`src/rtl/col_burst_pkg.sv`:
```
package col_burst_pkg;
  localparam int COL_W     = 9;
  localparam int LEN_CODES = 4;
  // code k selects BL = 2^(k+1), so the widest burst field is LEN_CODES bits
  localparam int BEAT_W    = LEN_CODES;
  localparam int CODE_W    = $clog2(LEN_CODES);

  typedef enum logic [CODE_W-1:0] {BLEN_2, BLEN_4, BLEN_8, BLEN_16} blen_e;
  typedef enum logic {ORD_WRAP = 1'b0, ORD_XOR = 1'b1} order_e;

  typedef struct packed {
    logic [COL_W-1:0] col;
    blen_e            len;
    order_e           ord;
  } burst_cfg_t;

  function automatic logic [BEAT_W-1:0] len_mask(blen_e l);
    logic [BEAT_W-1:0] m;
    for (int i = 0; i < BEAT_W; i++) m[i] = (i <= int'(l));
    return m;
  endfunction
endpackage

```
`src/rtl/cbs_cfg_hold.sv`:
```
module cbs_cfg_hold
  import col_burst_pkg::*;
(
  input  logic       clk_i,
  input  logic       rst_ni,
  input  logic       load_i,
  input  burst_cfg_t cfg_i,
  output burst_cfg_t cfg_o
);
  burst_cfg_t cfg_q;

  always_ff @(posedge clk_i or negedge rst_ni) begin
    if (!rst_ni)     cfg_q <= '0;
    else if (load_i) cfg_q <= cfg_i;
  end

  assign cfg_o = cfg_q;
endmodule

```
`src/rtl/cbs_beat_ctr.sv`:
```
module cbs_beat_ctr
  import col_burst_pkg::*;
(
  input  logic              clk_i,
  input  logic              rst_ni,
  input  logic              start_i,
  input  logic              stop_i,
  input  logic [BEAT_W-1:0] mask_i,
  output logic              active_o,
  output logic [BEAT_W-1:0] beat_o,
  output logic              last_o
);
  logic              active_q;
  logic [BEAT_W-1:0] beat_q;
  logic              at_end;

  assign at_end = active_q && (beat_q == mask_i);

  always_ff @(posedge clk_i or negedge rst_ni) begin
    if (!rst_ni) begin
      active_q <= 1'b0;
      beat_q   <= '0;
    end else if (start_i) begin
      active_q <= 1'b1;
      beat_q   <= '0;
    end else if (stop_i || at_end) begin
      active_q <= 1'b0;
      beat_q   <= '0;
    end else if (active_q) begin
      beat_q   <= beat_q + 1'b1;
    end
  end

  assign active_o = active_q;
  assign beat_o   = beat_q;
  assign last_o   = at_end;
endmodule

```
`src/rtl/cbs_addr_map.sv`:
```
module cbs_addr_map
  import col_burst_pkg::*;
(
  input  burst_cfg_t        cfg_i,
  input  logic [BEAT_W-1:0] beat_i,
  output logic [COL_W-1:0]  col_o
);
  logic [BEAT_W-1:0] mask;
  logic [BEAT_W-1:0] base_lo;
  logic [BEAT_W-1:0] wrap_lo;
  logic [BEAT_W-1:0] xor_lo;
  logic [BEAT_W-1:0] pick_lo;

  assign mask    = len_mask(cfg_i.len);
  assign base_lo = cfg_i.col[BEAT_W-1:0];
  assign wrap_lo = base_lo + beat_i;  // carries beyond the field are masked below
  assign xor_lo  = base_lo ^ beat_i;
  assign pick_lo = (cfg_i.ord == ORD_XOR) ? xor_lo : wrap_lo;

  for (genvar b = 0; b < BEAT_W; b++) begin : g_field
    assign col_o[b] = mask[b] ? pick_lo[b] : base_lo[b];
  end

  assign col_o[COL_W-1:BEAT_W] = cfg_i.col[COL_W-1:BEAT_W];
endmodule

```
`src/rtl/col_burst_seq.sv`:
```
module col_burst_seq
  import col_burst_pkg::*;
(
  input  logic             clk_i,
  input  logic             rst_ni,
  input  logic             start_i,
  input  logic [COL_W-1:0] start_col_i,
  input  logic [CODE_W-1:0] len_i,
  input  logic             xor_order_i,
  input  logic             stop_i,
  output logic [COL_W-1:0] col_o,
  output logic             valid_o,
  output logic             last_o
);
  burst_cfg_t        cfg_in;
  burst_cfg_t        cfg_q;
  logic              active;
  logic [BEAT_W-1:0] beat;
  logic [COL_W-1:0]  col_map;

  assign cfg_in.col = start_col_i;
  assign cfg_in.len = blen_e'(len_i);
  assign cfg_in.ord = order_e'(xor_order_i);

  cbs_cfg_hold i_cfg (
    .clk_i  (clk_i),
    .rst_ni (rst_ni),
    .load_i (start_i),
    .cfg_i  (cfg_in),
    .cfg_o  (cfg_q)
  );

  cbs_beat_ctr i_ctr (
    .clk_i    (clk_i),
    .rst_ni   (rst_ni),
    .start_i  (start_i),
    .stop_i   (stop_i),
    .mask_i   (len_mask(cfg_q.len)),
    .active_o (active),
    .beat_o   (beat),
    .last_o   (last_o)
  );

  cbs_addr_map i_map (
    .cfg_i  (cfg_q),
    .beat_i (beat),
    .col_o  (col_map)
  );

  assign valid_o = active;
  assign col_o   = active ? col_map : '0;
endmodule

```
`config.mk`:
```
export PLATFORM = sky130hd
export DESIGN_NAME = col_burst_seq
export DESIGN_NICKNAME = d
export VERILOG_FILES = /design/src/rtl/col_burst_pkg.sv /design/src/rtl/cbs_cfg_hold.sv /design/src/rtl/cbs_beat_ctr.sv /design/src/rtl/cbs_addr_map.sv /design/src/rtl/col_burst_seq.sv
export SDC_FILE = /design/constraint.sdc
export NUM_CORES = 1
export LEC_CHECK = 0
export BUFFER_PORTS_ARGS = -buffer_cell sky130_fd_sc_hd__buf_2
export CAP_MARGIN = 20
export CORE_ASPECT_RATIO = 0.9
export CORE_MARGIN = 2
export CORE_UTILIZATION = 54
export DETAILED_ROUTE_END_ITERATION = 10
export PLACE_DENSITY = 0.83
export SLEW_MARGIN = 15
export SYNTH_ARGS = -nofsm -noshare
export SYNTH_HDL_FRONTEND = slang
export SYNTH_SLANG_ARGS = --single-unit
```
`constraint.sdc`:
```
create_clock -name clk_i -period 5.8 [get_ports clk_i]
set_input_delay 1.45 -clock clk_i [delete_from_list [all_inputs] [get_ports clk_i]]
set_output_delay 1.45 -clock clk_i [all_outputs]
set_load 0.01 [all_outputs]
```
==> results.py, run 1 <==
metrics = {
    "outcome": {
        "status": "finished clean",
    },
    "critical_path": {
        "worstSetupPathDepth": 6,
        "r2r_end": "i_ctr.active_o",
        "startpoint_type": "flip-flop",
        "critical_path_class": "flip-flop to primary output",
        "crit_chain": "ha_1 > a211oi_1 > nor3_1 > mux2i_1 > mux2i_1 > buf_2",
        "required_ps": 4350,
        "crit_buf_inv": 1,
        "crit_arrival_ps": 2030,
        "critPathMaxStageDelay_ps": 480,
        "r2r_setup_slack_ps": 4080,
        "crit_slowest_cell": "dfrtp_1",
        "worstReg2RegStart": "i_cfg.cfg_o[2]",
        "cpLargestDelayFamily": "flip-flops",
        "worst_path_most_repeated_cell": "mux2i_1",
        "ff2ff_path_depth": 3,
        "cp_max_fo": 7,
        "worstSetupEndpointType": "primary output",
    },
    "clock_tree": {
        "cts-htree-levels": 1,
        "worstSkewPairLatency_ps": 290,
        "cts_tree": "done",
        "ctsResizeCount": 0,
        "cts_buffers": 3,
        "cts.sinks": 17,
        "hold_buffers": 0,
        "clock-root-buffer": "clkbuf_4",
        "clockBufferDepth": 2,
        "postCtsSetupBuffers": 0,
        "clkTransAtPathRegs_ps": 110,
    },
    "placement": {
        "gp_congestion": 0.840,
        "place_hpwl_microns": 1380,
        "dp_cells": 125,
        "dpl_worst_slack_ps": 2640,
        "numPortBuffers": 26,
    },
    "global_routing": {
        "overflow": 0,
        "grt_pass1_vias": 697,
        "grt_pass1_wl_microns": 3170,
        "grt_usage": 0.217,
        "antenna_found_initial": 0,
        "grt_max_degree": 18,
    },
    "yosys": {
        "syn_avg_cell_area_sq_um": 12.0,
        "synth_edf_count": 0,
        "synth-compound-area-share": 0.0830,
        "synth_ff_type": "dfrtp_1",
        "synth_fp_nets": 100,
        "synth_mux_area_frac": 0.184,
        "synth_top_area_frac": 0.448,
        "syn_area_sq_um": 950,
        "yosys.area.top_type": "dfrtp_1",
        "synth_xor_area_frac": 0.0369,
        "async_flop_share": 1.00,
        "synthTopCellsByArea": "dfrtp_1 (45%), mux2_2 (14%), ha_1 (5.3%), and2_1 (4.6%), mux2i_1 (4.2%)",
        "synthTopCellsByCount": "dfrtp_1 (17), mux2_2 (12), and2_1 (7)",
        "yosysUniqueCellTypes": 29,
        "syn_inst": 79,
        "yosysWarningCount": 0,
        "synthAdderAreaFrac": 0.0738,
        "ys_ff_latch": 17,
        "synth_top_family_by_area": "multiplexers",
        "synth_simple_gate_area_frac": 0.155,
        "seq_area_frac_synth": 0.448,
        "synthMostInstantiatedCell": "dfrtp_1",
    },
    "routing": {
        "avgRoutedWirePerCell_microns": 14.8,
        "viasPerCell": 5.53,
        "drt-initial-drc-count": 23,
        "wirelength_microns": 1900,
        "final_antenna_net_count": 0,
        "drc": 0,
        "dr.pass1.iters": 4,
        "via_count": 713,
    },
    "final_layout": {
        "antenna_cells": 0,
        "layout-drive-gt1-share": 0.419,
        "final_util": 0.673,
        "n_fill_cell": 132,
        "syn2layout_area_growth_pct": 17.9,
        "layout.cells.non_filler": 129,
        "final_net_count": 127,
    },
    "sta": {
        "tightest_slew_ps": 529,
        "setup_viol_count_final": 0,
        "hold_violations": 0,
        "post-route-min-period_ps": 3480,
        "fmax_mhz": 287,
        "slew_headroom": 0.648,
        "rsz0062_at_grt": "no",
        "tns_ps": 0,
        "fin_hold_ws_ps": 509,
        "period_share": 0.600,
        "slew_violations": 0,
        "skew_ps": 4.06,
        "fin_ws_ps": 2320,
    },
    "floorplanning": {
        "core-area_sq_mm": 0.00166,
        "initial_core_util": 0.571,
        "io_pins": 27,
        "row_count": 14,
        "dieArea_sq_mm": 0.00211,
        "die_w_microns": 48.2,
        "die_h_microns": 43.8,
    },
    "flow_run": {
        "drv_cap": 0,
    },
    "pwr": {
        "p_per_area_mw_per_mm2": 231,
        "ir_drop_mv": 0.154,
        "p_leak_nw": 0.532,
    },
    "hold_path": {
        "holdPathEnd": "i_cfg.cfg_o[10]",
        "min_path_type": "flip-flop to flip-flop",
        "min_from": "i_cfg.cfg_o[10]",
        "min_delay_path_depth": 1,
    },
}
layout by cell type (no fill, tap or decap), drive strengths merged:
cell    count
a221oi      1
nand2       4
a211oi      1
xnor2       2
nor4        3
nand3       1
clkinv      1
a21o        1
nor2b       1
buf        26
clkbuf      3
nand3b      1
or4         1
fa          1
nand4       1
nand2b      2
mux2i       4
o21bai      1
nor3        2
and2        7
nor2        1
dfrtp      17
mux2       12
o311a       1
o211a       1
o21ai       2
xor2        2
ha          4
nor3b       1
logic make-up after synthesis:
| kind of cell | count (synthesis) |
|---|---|
| buffers and inverters | 4 |
| AO/OA/AOI/OAI | 8 |
| flip-flops | 17 |
| AND/OR/NAND/NOR | 25 |
| multiplexers | 16 |
| adder cells (fa/ha/maj) | 5 |
| XOR/XNOR | 4 |
worst max path at each step:
stage,from,to,slack [ps]
after floorplan,i_ctr.beat_o[1],col_o[3],2820
after detailed placement,i_ctr.beat_o[1],col_o[3],2640
after global placement,i_ctr.beat_o[1],col_o[3],2720
after global routing,i_ctr.beat_o[1],col_o[3],2190
after CTS,i_ctr.beat_o[1],col_o[3],2300
final,i_ctr.beat_o[1],col_o[3],2320
stage by stage:
step / power [mW] / cell area, sq um
floorplan: 0.174 / 950
global placement: 0.193 / 1090
detailed placement: 0.196 / 1090
CTS: 0.260 / 1120
global route: 0.273 / 1120
finish: 0.258 / 1120
layer usage:
layer | vias up | global-route usage | part of all wire
met1 | 347 | 0.293 | 0.42
met4 | 0 | 0.0649 | 0.0089
li1 | 338 | - | -
met5 | - | 0 | 0
met3 | 4 | 0.0500 | 0.044
met2 | 24 | 0.342 | 0.53
registers in the layout, summed over array words and instances, names as in the netlist:
signal and cells:
i_ctr.active_o 1, i_cfg.cfg_o 12, i_ctr.beat_o 4
layout make-up:
| type | count | area [sq um] | share of cell area |
|---|---|---|---|
| Timing Repair Buffer | 26 | 130 | 0.116 |
| Tap cell | 24 | 30.0 | 0.0268 |
| Clock buffer | 3 | 22.5 | 0.0201 |
| Sequential cell | 17 | 425 | 0.380 |
| Multi-Input combinational cell | 58 | 507 | 0.453 |
| Clock inverter | 1 | 5.00 | 0.00447 |
where the power goes:
group          internal [mW]  switching [mW]  leakage, nW
Clock                 0.0257          0.0393       0.0177
Sequential             0.128          0.0124        0.206
Combinational         0.0294          0.0235        0.308
Total                  0.183          0.0752        0.532
Power figures use the tool's default switching activity.
==> run 2, diff against run 1 <==
- CORE_UTILIZATION: 54 -> 50
- PLACE_DENSITY: 0.83 -> 0.78
- clock period: 5.8 -> 3.52 ns (I/O delays scaled with it)
==> run 2 against run 1 <==
Critical path depth stayed put. Final area did not move. Die area rose by 7.3%. First-iteration DRC count is 48% lower. Setup slack got worse by 1700 ps. Sequential power up 64%. Highest routed layer unchanged. Routed wire length is 10% lower. Largest power group unchanged.
==> results.py, run 2 (synthesized netlist as in run 1, its figures left out) <==
metrics = {
    "final_layout": {
        "final_net_count": 127,
        "layout-drive-gt1-share": 0.419,
        "largest_reg_flops": 12,
        "n_fill_cell": 137,
        "syn2layout_area_growth_pct": 17.9,
        "antenna_cells": 0,
        "final_cell_mix": "buf_2 (26), dfrtp_1 (17), mux2_2 (12)",
        "final_util": 0.646,
        "final_common_cell": "buf_2",
    },
    "placement": {
        "place_hpwl_microns": 1230,
        "gp_congestion": 0.807,
        "numPortBuffers": 26,
    },
    "global_routing": {
        "overflow": 0,
        "grt_max_degree": 18,
        "grt_pass1_wl_microns": 2970,
        "antenna_found_initial": 0,
        "grt_usage": 0.177,
        "grt_pass1_vias": 675,
    },
    "critical_path": {
        "cp_max_fo": 7,
        "worstSetupEndpointType": "primary output",
        "worst_path_most_repeated_cell": "mux2i_1",
        "crit_slowest_cell": "dfrtp_1",
        "crit_chain": "ha_1 > a211oi_1 > nor3_1 > mux2i_1 > mux2i_1 > buf_2",
        "crit_arrival_ps": 2040,
        "cpLargestDelayFamily": "flip-flops",
        "critPathMaxStageDelay_ps": 480,
        "required_ps": 2640,
        "critical_path_class": "flip-flop to primary output",
        "crit_buf_inv": 1,
        "startpoint_type": "flip-flop",
    },
    "hold_path": {
        "min_path_type": "input pin to async pin",
    },
    "clock_tree": {
        "clock-root-buffer": "clkbuf_4",
        "cts_buffers": 3,
        "cts.sinks": 17,
        "cts-htree-levels": 1,
        "clockBufferDepth": 2,
        "worstSkewPairLatency_ps": 300,
        "ctsResizeCount": 0,
        "postCtsSetupBuffers": 0,
        "hold_buffers": 0,
        "cts_tree": "done",
        "clkTransAtPathRegs_ps": 110,
    },
    "routing": {
        "avgRoutedWirePerCell_microns": 13.3,
        "drt-initial-drc-count": 12,
        "dr.pass1.iters": 4,
        "viasPerCell": 5.29,
        "wirelength_microns": 1710,
        "final_antenna_net_count": 0,
        "drc": 0,
        "via_count": 683,
    },
    "floorplanning": {
        "die_w_microns": 49.9,
        "core-area_sq_mm": 0.00173,
        "dieArea_sq_mm": 0.00226,
        "die_h_microns": 45.3,
        "row_count": 14,
        "io_pins": 27,
        "initial_core_util": 0.548,
    },
    "flow_run": {
        "drv_cap": 0,
    },
    "sta": {
        "post-route-min-period_ps": 2920,
        "slew_headroom": 0.646,
        "tns_ps": 0,
        "fmax_mhz": 342,
        "skew_ps": 8.40,
        "tightest_slew_ps": 531,
        "hold_violations": 0,
        "rsz0062_at_grt": "no",
        "slew_violations": 0,
        "setup_viol_count_final": 0,
        "period_share": 0.831,
    },
    "pwr": {
        "ir_drop_mv": 0.292,
        "p_per_area_mw_per_mm2": 380,
        "p_leak_nw": 0.532,
    },
    "outcome": {
        "status": "finished clean",
    },
}
run 2: cell counts in the layout (fill, tap and decap cells not counted):
Identical to the previous run, type by type.
run 2: where the power goes:
group          internal, mW  leakage, nW  switching (mW)
logic                0.0481        0.308          0.0378
clock network        0.0423       0.0177          0.0671
registers             0.211        0.206          0.0194
run 2: final timing paths:
| kind | start | end | slack, ps | cells after the start |
|---|---|---|---|---|
| max | i_ctr.beat_o[1] | col_o[3] | 600 | 6 |
| min reg2reg | i_cfg.cfg_o[11] | i_cfg.cfg_o[11] | 510 | 1 |
| max reg2reg | i_cfg.cfg_o[2] | i_ctr.active_o | 1860 | 3 |
| min in group clk_i | i_cfg.cfg_o[11] | i_cfg.cfg_o[11] | 510 | 1 |
| max in group asynchronous | rst_ni | i_cfg.cfg_o[6] | 2760 | 1 |
| min | rst_ni | i_ctr.beat_o[2] | 480 | 1 |
run 2: metal layers:
metal	up-vias	global-route usage	part of all wire
met5	-	0	0
met4	0	0.117	0.015
met3	4	0.0199	0.036
met2	16	0.280	0.46
met1	327	0.237	0.49
li1	336	-	-
run 2: final cells by class:
cell class,count,area [sq um],area share
Multi-Input combinational cell,58,507,0.453
Sequential cell,17,425,0.380
Clock inverter,1,5.00,0.00447
Clock buffer,3,22.5,0.0201
Timing Repair Buffer,26,130,0.116
Tap cell,24,30.0,0.0268
run 2: worst register-to-register path: stages, from the launching register on:
cell and delay (ps):
dfrtp_1 500, or4_4 570, a221oi_4 380, o21bai_1 110
run 2: through the flow:
stage	hold slack (ps)	setup WS (ps)	power, mW	instance area [sq um]	cells
3_5_place_dp	493	949	0.321	1090	125
2_1_floorplan	473	1110	0.287	950	79
5_1_grt	504	499	0.443	1120	129
6_report	479	597	0.425	1120	129
3_3_place_gp	482	1000	0.318	1090	125
4_1_cts	498	601	0.426	1120	129
==> run 3, diff against run 2 <==
- ABC_AREA: not set -> 1
- clock period: 3.52 -> 2.9 ns (I/O delays scaled with it)
==> run 3 against run 2 <==
First-iteration DRC count grew 42%. Largest cell class unchanged. Critical path type unchanged. Global-route usage grew 1.1 points. Highest routed layer unchanged. Die area grew 1.3%. Non-clock buffer count did not move. Critical path depth shrank 1.
==> results.py, run 3 <==
metrics = {
    "pwr": {
        "clkPwrFrac": 0.250,
        "seqPwrFrac": 0.554,
        "p_int_mw": 0.348,
        "p_leak_nw": 0.680,
        "p_per_area_mw_per_mm2": 433,
        "p_sw_frac": 0.293,
        "power_switching_mw": 0.144,
        "power_mw": 0.492,
        "comb_power_share": 0.195,
        "ir_drop_mv": 0.351,
    },
    "yosys": {
        "synthMostInstantiatedCell": "nand2_1",
        "yosysWarningCount": 0,
        "syn_avg_cell_area_sq_um": 7.53,
        "syn_inst": 128,
        "yosys.area.top_type": "dfrtp_1",
        "synth_ff_type": "dfrtp_1",
        "synth_fp_nets": 149,
        "synthTopCellsByArea": "dfrtp_1 (44%), nand2_1 (19%), inv_1 (7.0%), ha_1 (5.2%), nor2_1 (3.9%)",
        "synthTopCellsByCount": "nand2_1 (49), inv_1 (18), dfrtp_1 (17)",
        "async_flop_share": 1.00,
        "ys_ff_latch": 17,
        "syn_area_sq_um": 963,
        "yosysUniqueCellTypes": 19,
        "synth_edf_count": 0,
        "synth_top_area_frac": 0.442,
        "seq_area_frac_synth": 0.442,
    },
    "critical_path": {
        "critPathMaxStageDelay_ps": 480,
        "ff2ff_path_depth": 5,
        "crit_chain": "ha_1 > fa_1 > nand2_1 > a221oi_1 > buf_2",
        "cp_max_fo": 5,
        "worstSetupEndpointType": "primary output",
        "r2r_end": "i_ctr.active_o",
        "r2r_setup_slack_ps": 1520,
        "crit_slowest_cell": "fa_1",
        "endpoint": "col_o[1]",
        "crit_arrival_ps": 1920,
        "startpoint_type": "flip-flop",
        "startpoint": "i_ctr.beat_o[0]",
        "worstReg2RegStart": "i_ctr.active_o",
        "required_ps": 2170,
        "critical_path_class": "flip-flop to primary output",
    },
    "floorplanning": {
        "core-area_sq_mm": 0.00186,
        "io_pins": 27,
        "row_count": 15,
        "initial_core_util": 0.519,
        "die_h_microns": 45.6,
        "dieArea_sq_mm": 0.00229,
        "die_w_microns": 50.3,
    },
    "sta": {
        "skew_ps": 6.23,
        "hold_violations": 0,
        "rsz0062_at_grt": "no",
        "period_share": 0.912,
        "setup_viol_count_final": 0,
        "slew_violations": 0,
        "post-route-min-period_ps": 2650,
        "fmax_mhz": 378,
        "slew_headroom": 0.707,
        "tightest_slew_ps": 440,
        "tns_ps": 0,
    },
    "global_routing": {
        "grt_max_degree": 18,
        "overflow": 0,
        "grt_usage": 0.189,
        "grt_pass1_vias": 743,
        "grt_pass1_wl_microns": 3150,
        "antenna_found_initial": 0,
    },
    "clock_tree": {
        "clock-root-buffer": "clkbuf_4",
        "postCtsSetupBuffers": 0,
        "worstSkewPairLatency_ps": 290,
        "cts.sinks": 17,
        "cts-htree-levels": 1,
        "ctsResizeCount": 0,
        "cts_buffers": 3,
        "cts_tree": "done",
        "hold_buffers": 0,
        "clockBufferDepth": 2,
        "clkTransAtPathRegs_ps": 90,
    },
    "final_layout": {
        "layout-drive-gt1-share": 0.213,
        "largest_reg_flops": 12,
        "final_area_sq_mm": 0.00114,
        "syn2layout_area_growth_pct": 17.9,
        "final_util": 0.611,
        "n_fill_cell": 172,
        "final_cell_mix": "nand2_1 (49), buf_2 (26), inv_1 (18)",
        "antenna_cells": 0,
        "final_net_count": 177,
        "final_common_cell": "nand2_1",
    },
    "flow_run": {
        "drv_cap": 0,
    },
    "routing": {
        "dr.pass1.iters": 4,
        "drc": 0,
        "top_layer": "met4",
        "wirelength_microns": 1840,
        "wl_met3_microns": 84,
        "avgRoutedWirePerCell_microns": 10.2,
        "wl_met2_microns": 832,
        "final_antenna_net_count": 0,
        "viasPerCell": 4.62,
        "wl_met1_microns": 874,
        "drt-initial-drc-count": 17,
        "via_count": 832,
    },
    "outcome": {
        "status": "finished clean",
    },
    "placement": {
        "numPortBuffers": 26,
        "gp_congestion": 0.814,
        "dpl_cell_area_sq_mm": 0.00111,
        "place_hpwl_microns": 1440,
    },
    "hold_path": {
        "min_path_type": "input pin to async pin",
    },
}
[run 3: cell types whose count changed in the layout (fill, tap and decap cells not counted), moves of 7 or more]
cell	change
nand2_1	+45
inv_1	+18
mux2_2	-12
nor2_1	+9
and2_1	-7
[run 3: cells by family (layout without fill, tap and decap cells)]
group                    count (synthesis)  in the layout  share of synthesized area
AO/OA/AOI/OAI                           10             10                     0.0558
AND/OR/NAND/NOR                         71             71                      0.308
XOR/XNOR                                 4              4                     0.0364
flip-flops                              17             17                      0.442
buffers and inverters                   21             48                     0.0857
adder cells (fa/ha/maj)                  5              5                     0.0727
[run 3: layout make-up]
type	instances	area [sq um]	share of cell area
timing repair buffer	26	130	0.115
tap	25	31.3	0.0275
multi-input combinational	90	455	0.401
inverter	18	67.6	0.0595
sequential	17	425	0.374
clock buffer	4	26.3	0.0231
[run 3: worst min path at each step]
stage | startpoint | to | slack [ps] | depth (start not counted)
3_5_place_dp | i_cfg.cfg_o[7] | i_cfg.cfg_o[7] | 460 | 2
5_1_grt | rst_ni | i_ctr.beat_o[3] | 350 | 1
3_3_place_gp | i_cfg.cfg_o[10] | i_cfg.cfg_o[10] | 450 | 2
2_1_floorplan | rst_ni | i_cfg.cfg_o[0] | 430 | 0
4_1_cts | rst_ni | i_ctr.active_o | 340 | 1
6_report | rst_ni | i_cfg.cfg_o[6] | 330 | 1
[run 3: layer usage]
layer,vias up,GRT usage
met1,360,0.233
met5,-,0
met4,0,0.117
met2,19,0.324
li1,448,-
met3,5,0.0197
[run 3: worst max-delay path: cells and delay by family (launching register included)]
kind | cells | cell delay [ps]
AOI/OAI and AO/OA | 1 | 270
DFF | 1 | 430
and+or+nand+nor | 1 | 60
buffers and inverters | 1 | 180
adders and majority gates | 2 | 710
[run 3: power groups by stage]
| stage | Sequential (mW) | Combinational [mW] | Clock, mW |
|---|---|---|---|
| floorplan | 0.271 | 0.0628 | 0 |
| finish | 0.273 | 0.0960 | 0.123 |
| global route | 0.276 | 0.110 | 0.139 |
| CTS | 0.272 | 0.0978 | 0.130 |
| detailed placement | 0.277 | 0.0973 | 0 |
| global placement | 0.276 | 0.0955 | 0 |
[run 3: metrics by stage]
stage               hold slack, ps  setup WS, ps  instances
finish                         333           254        180
global route                   346           153        180
CTS                            340           251        180
detailed placement             463           578        176
global placement               454           619        176
floorplan                      429           646        128
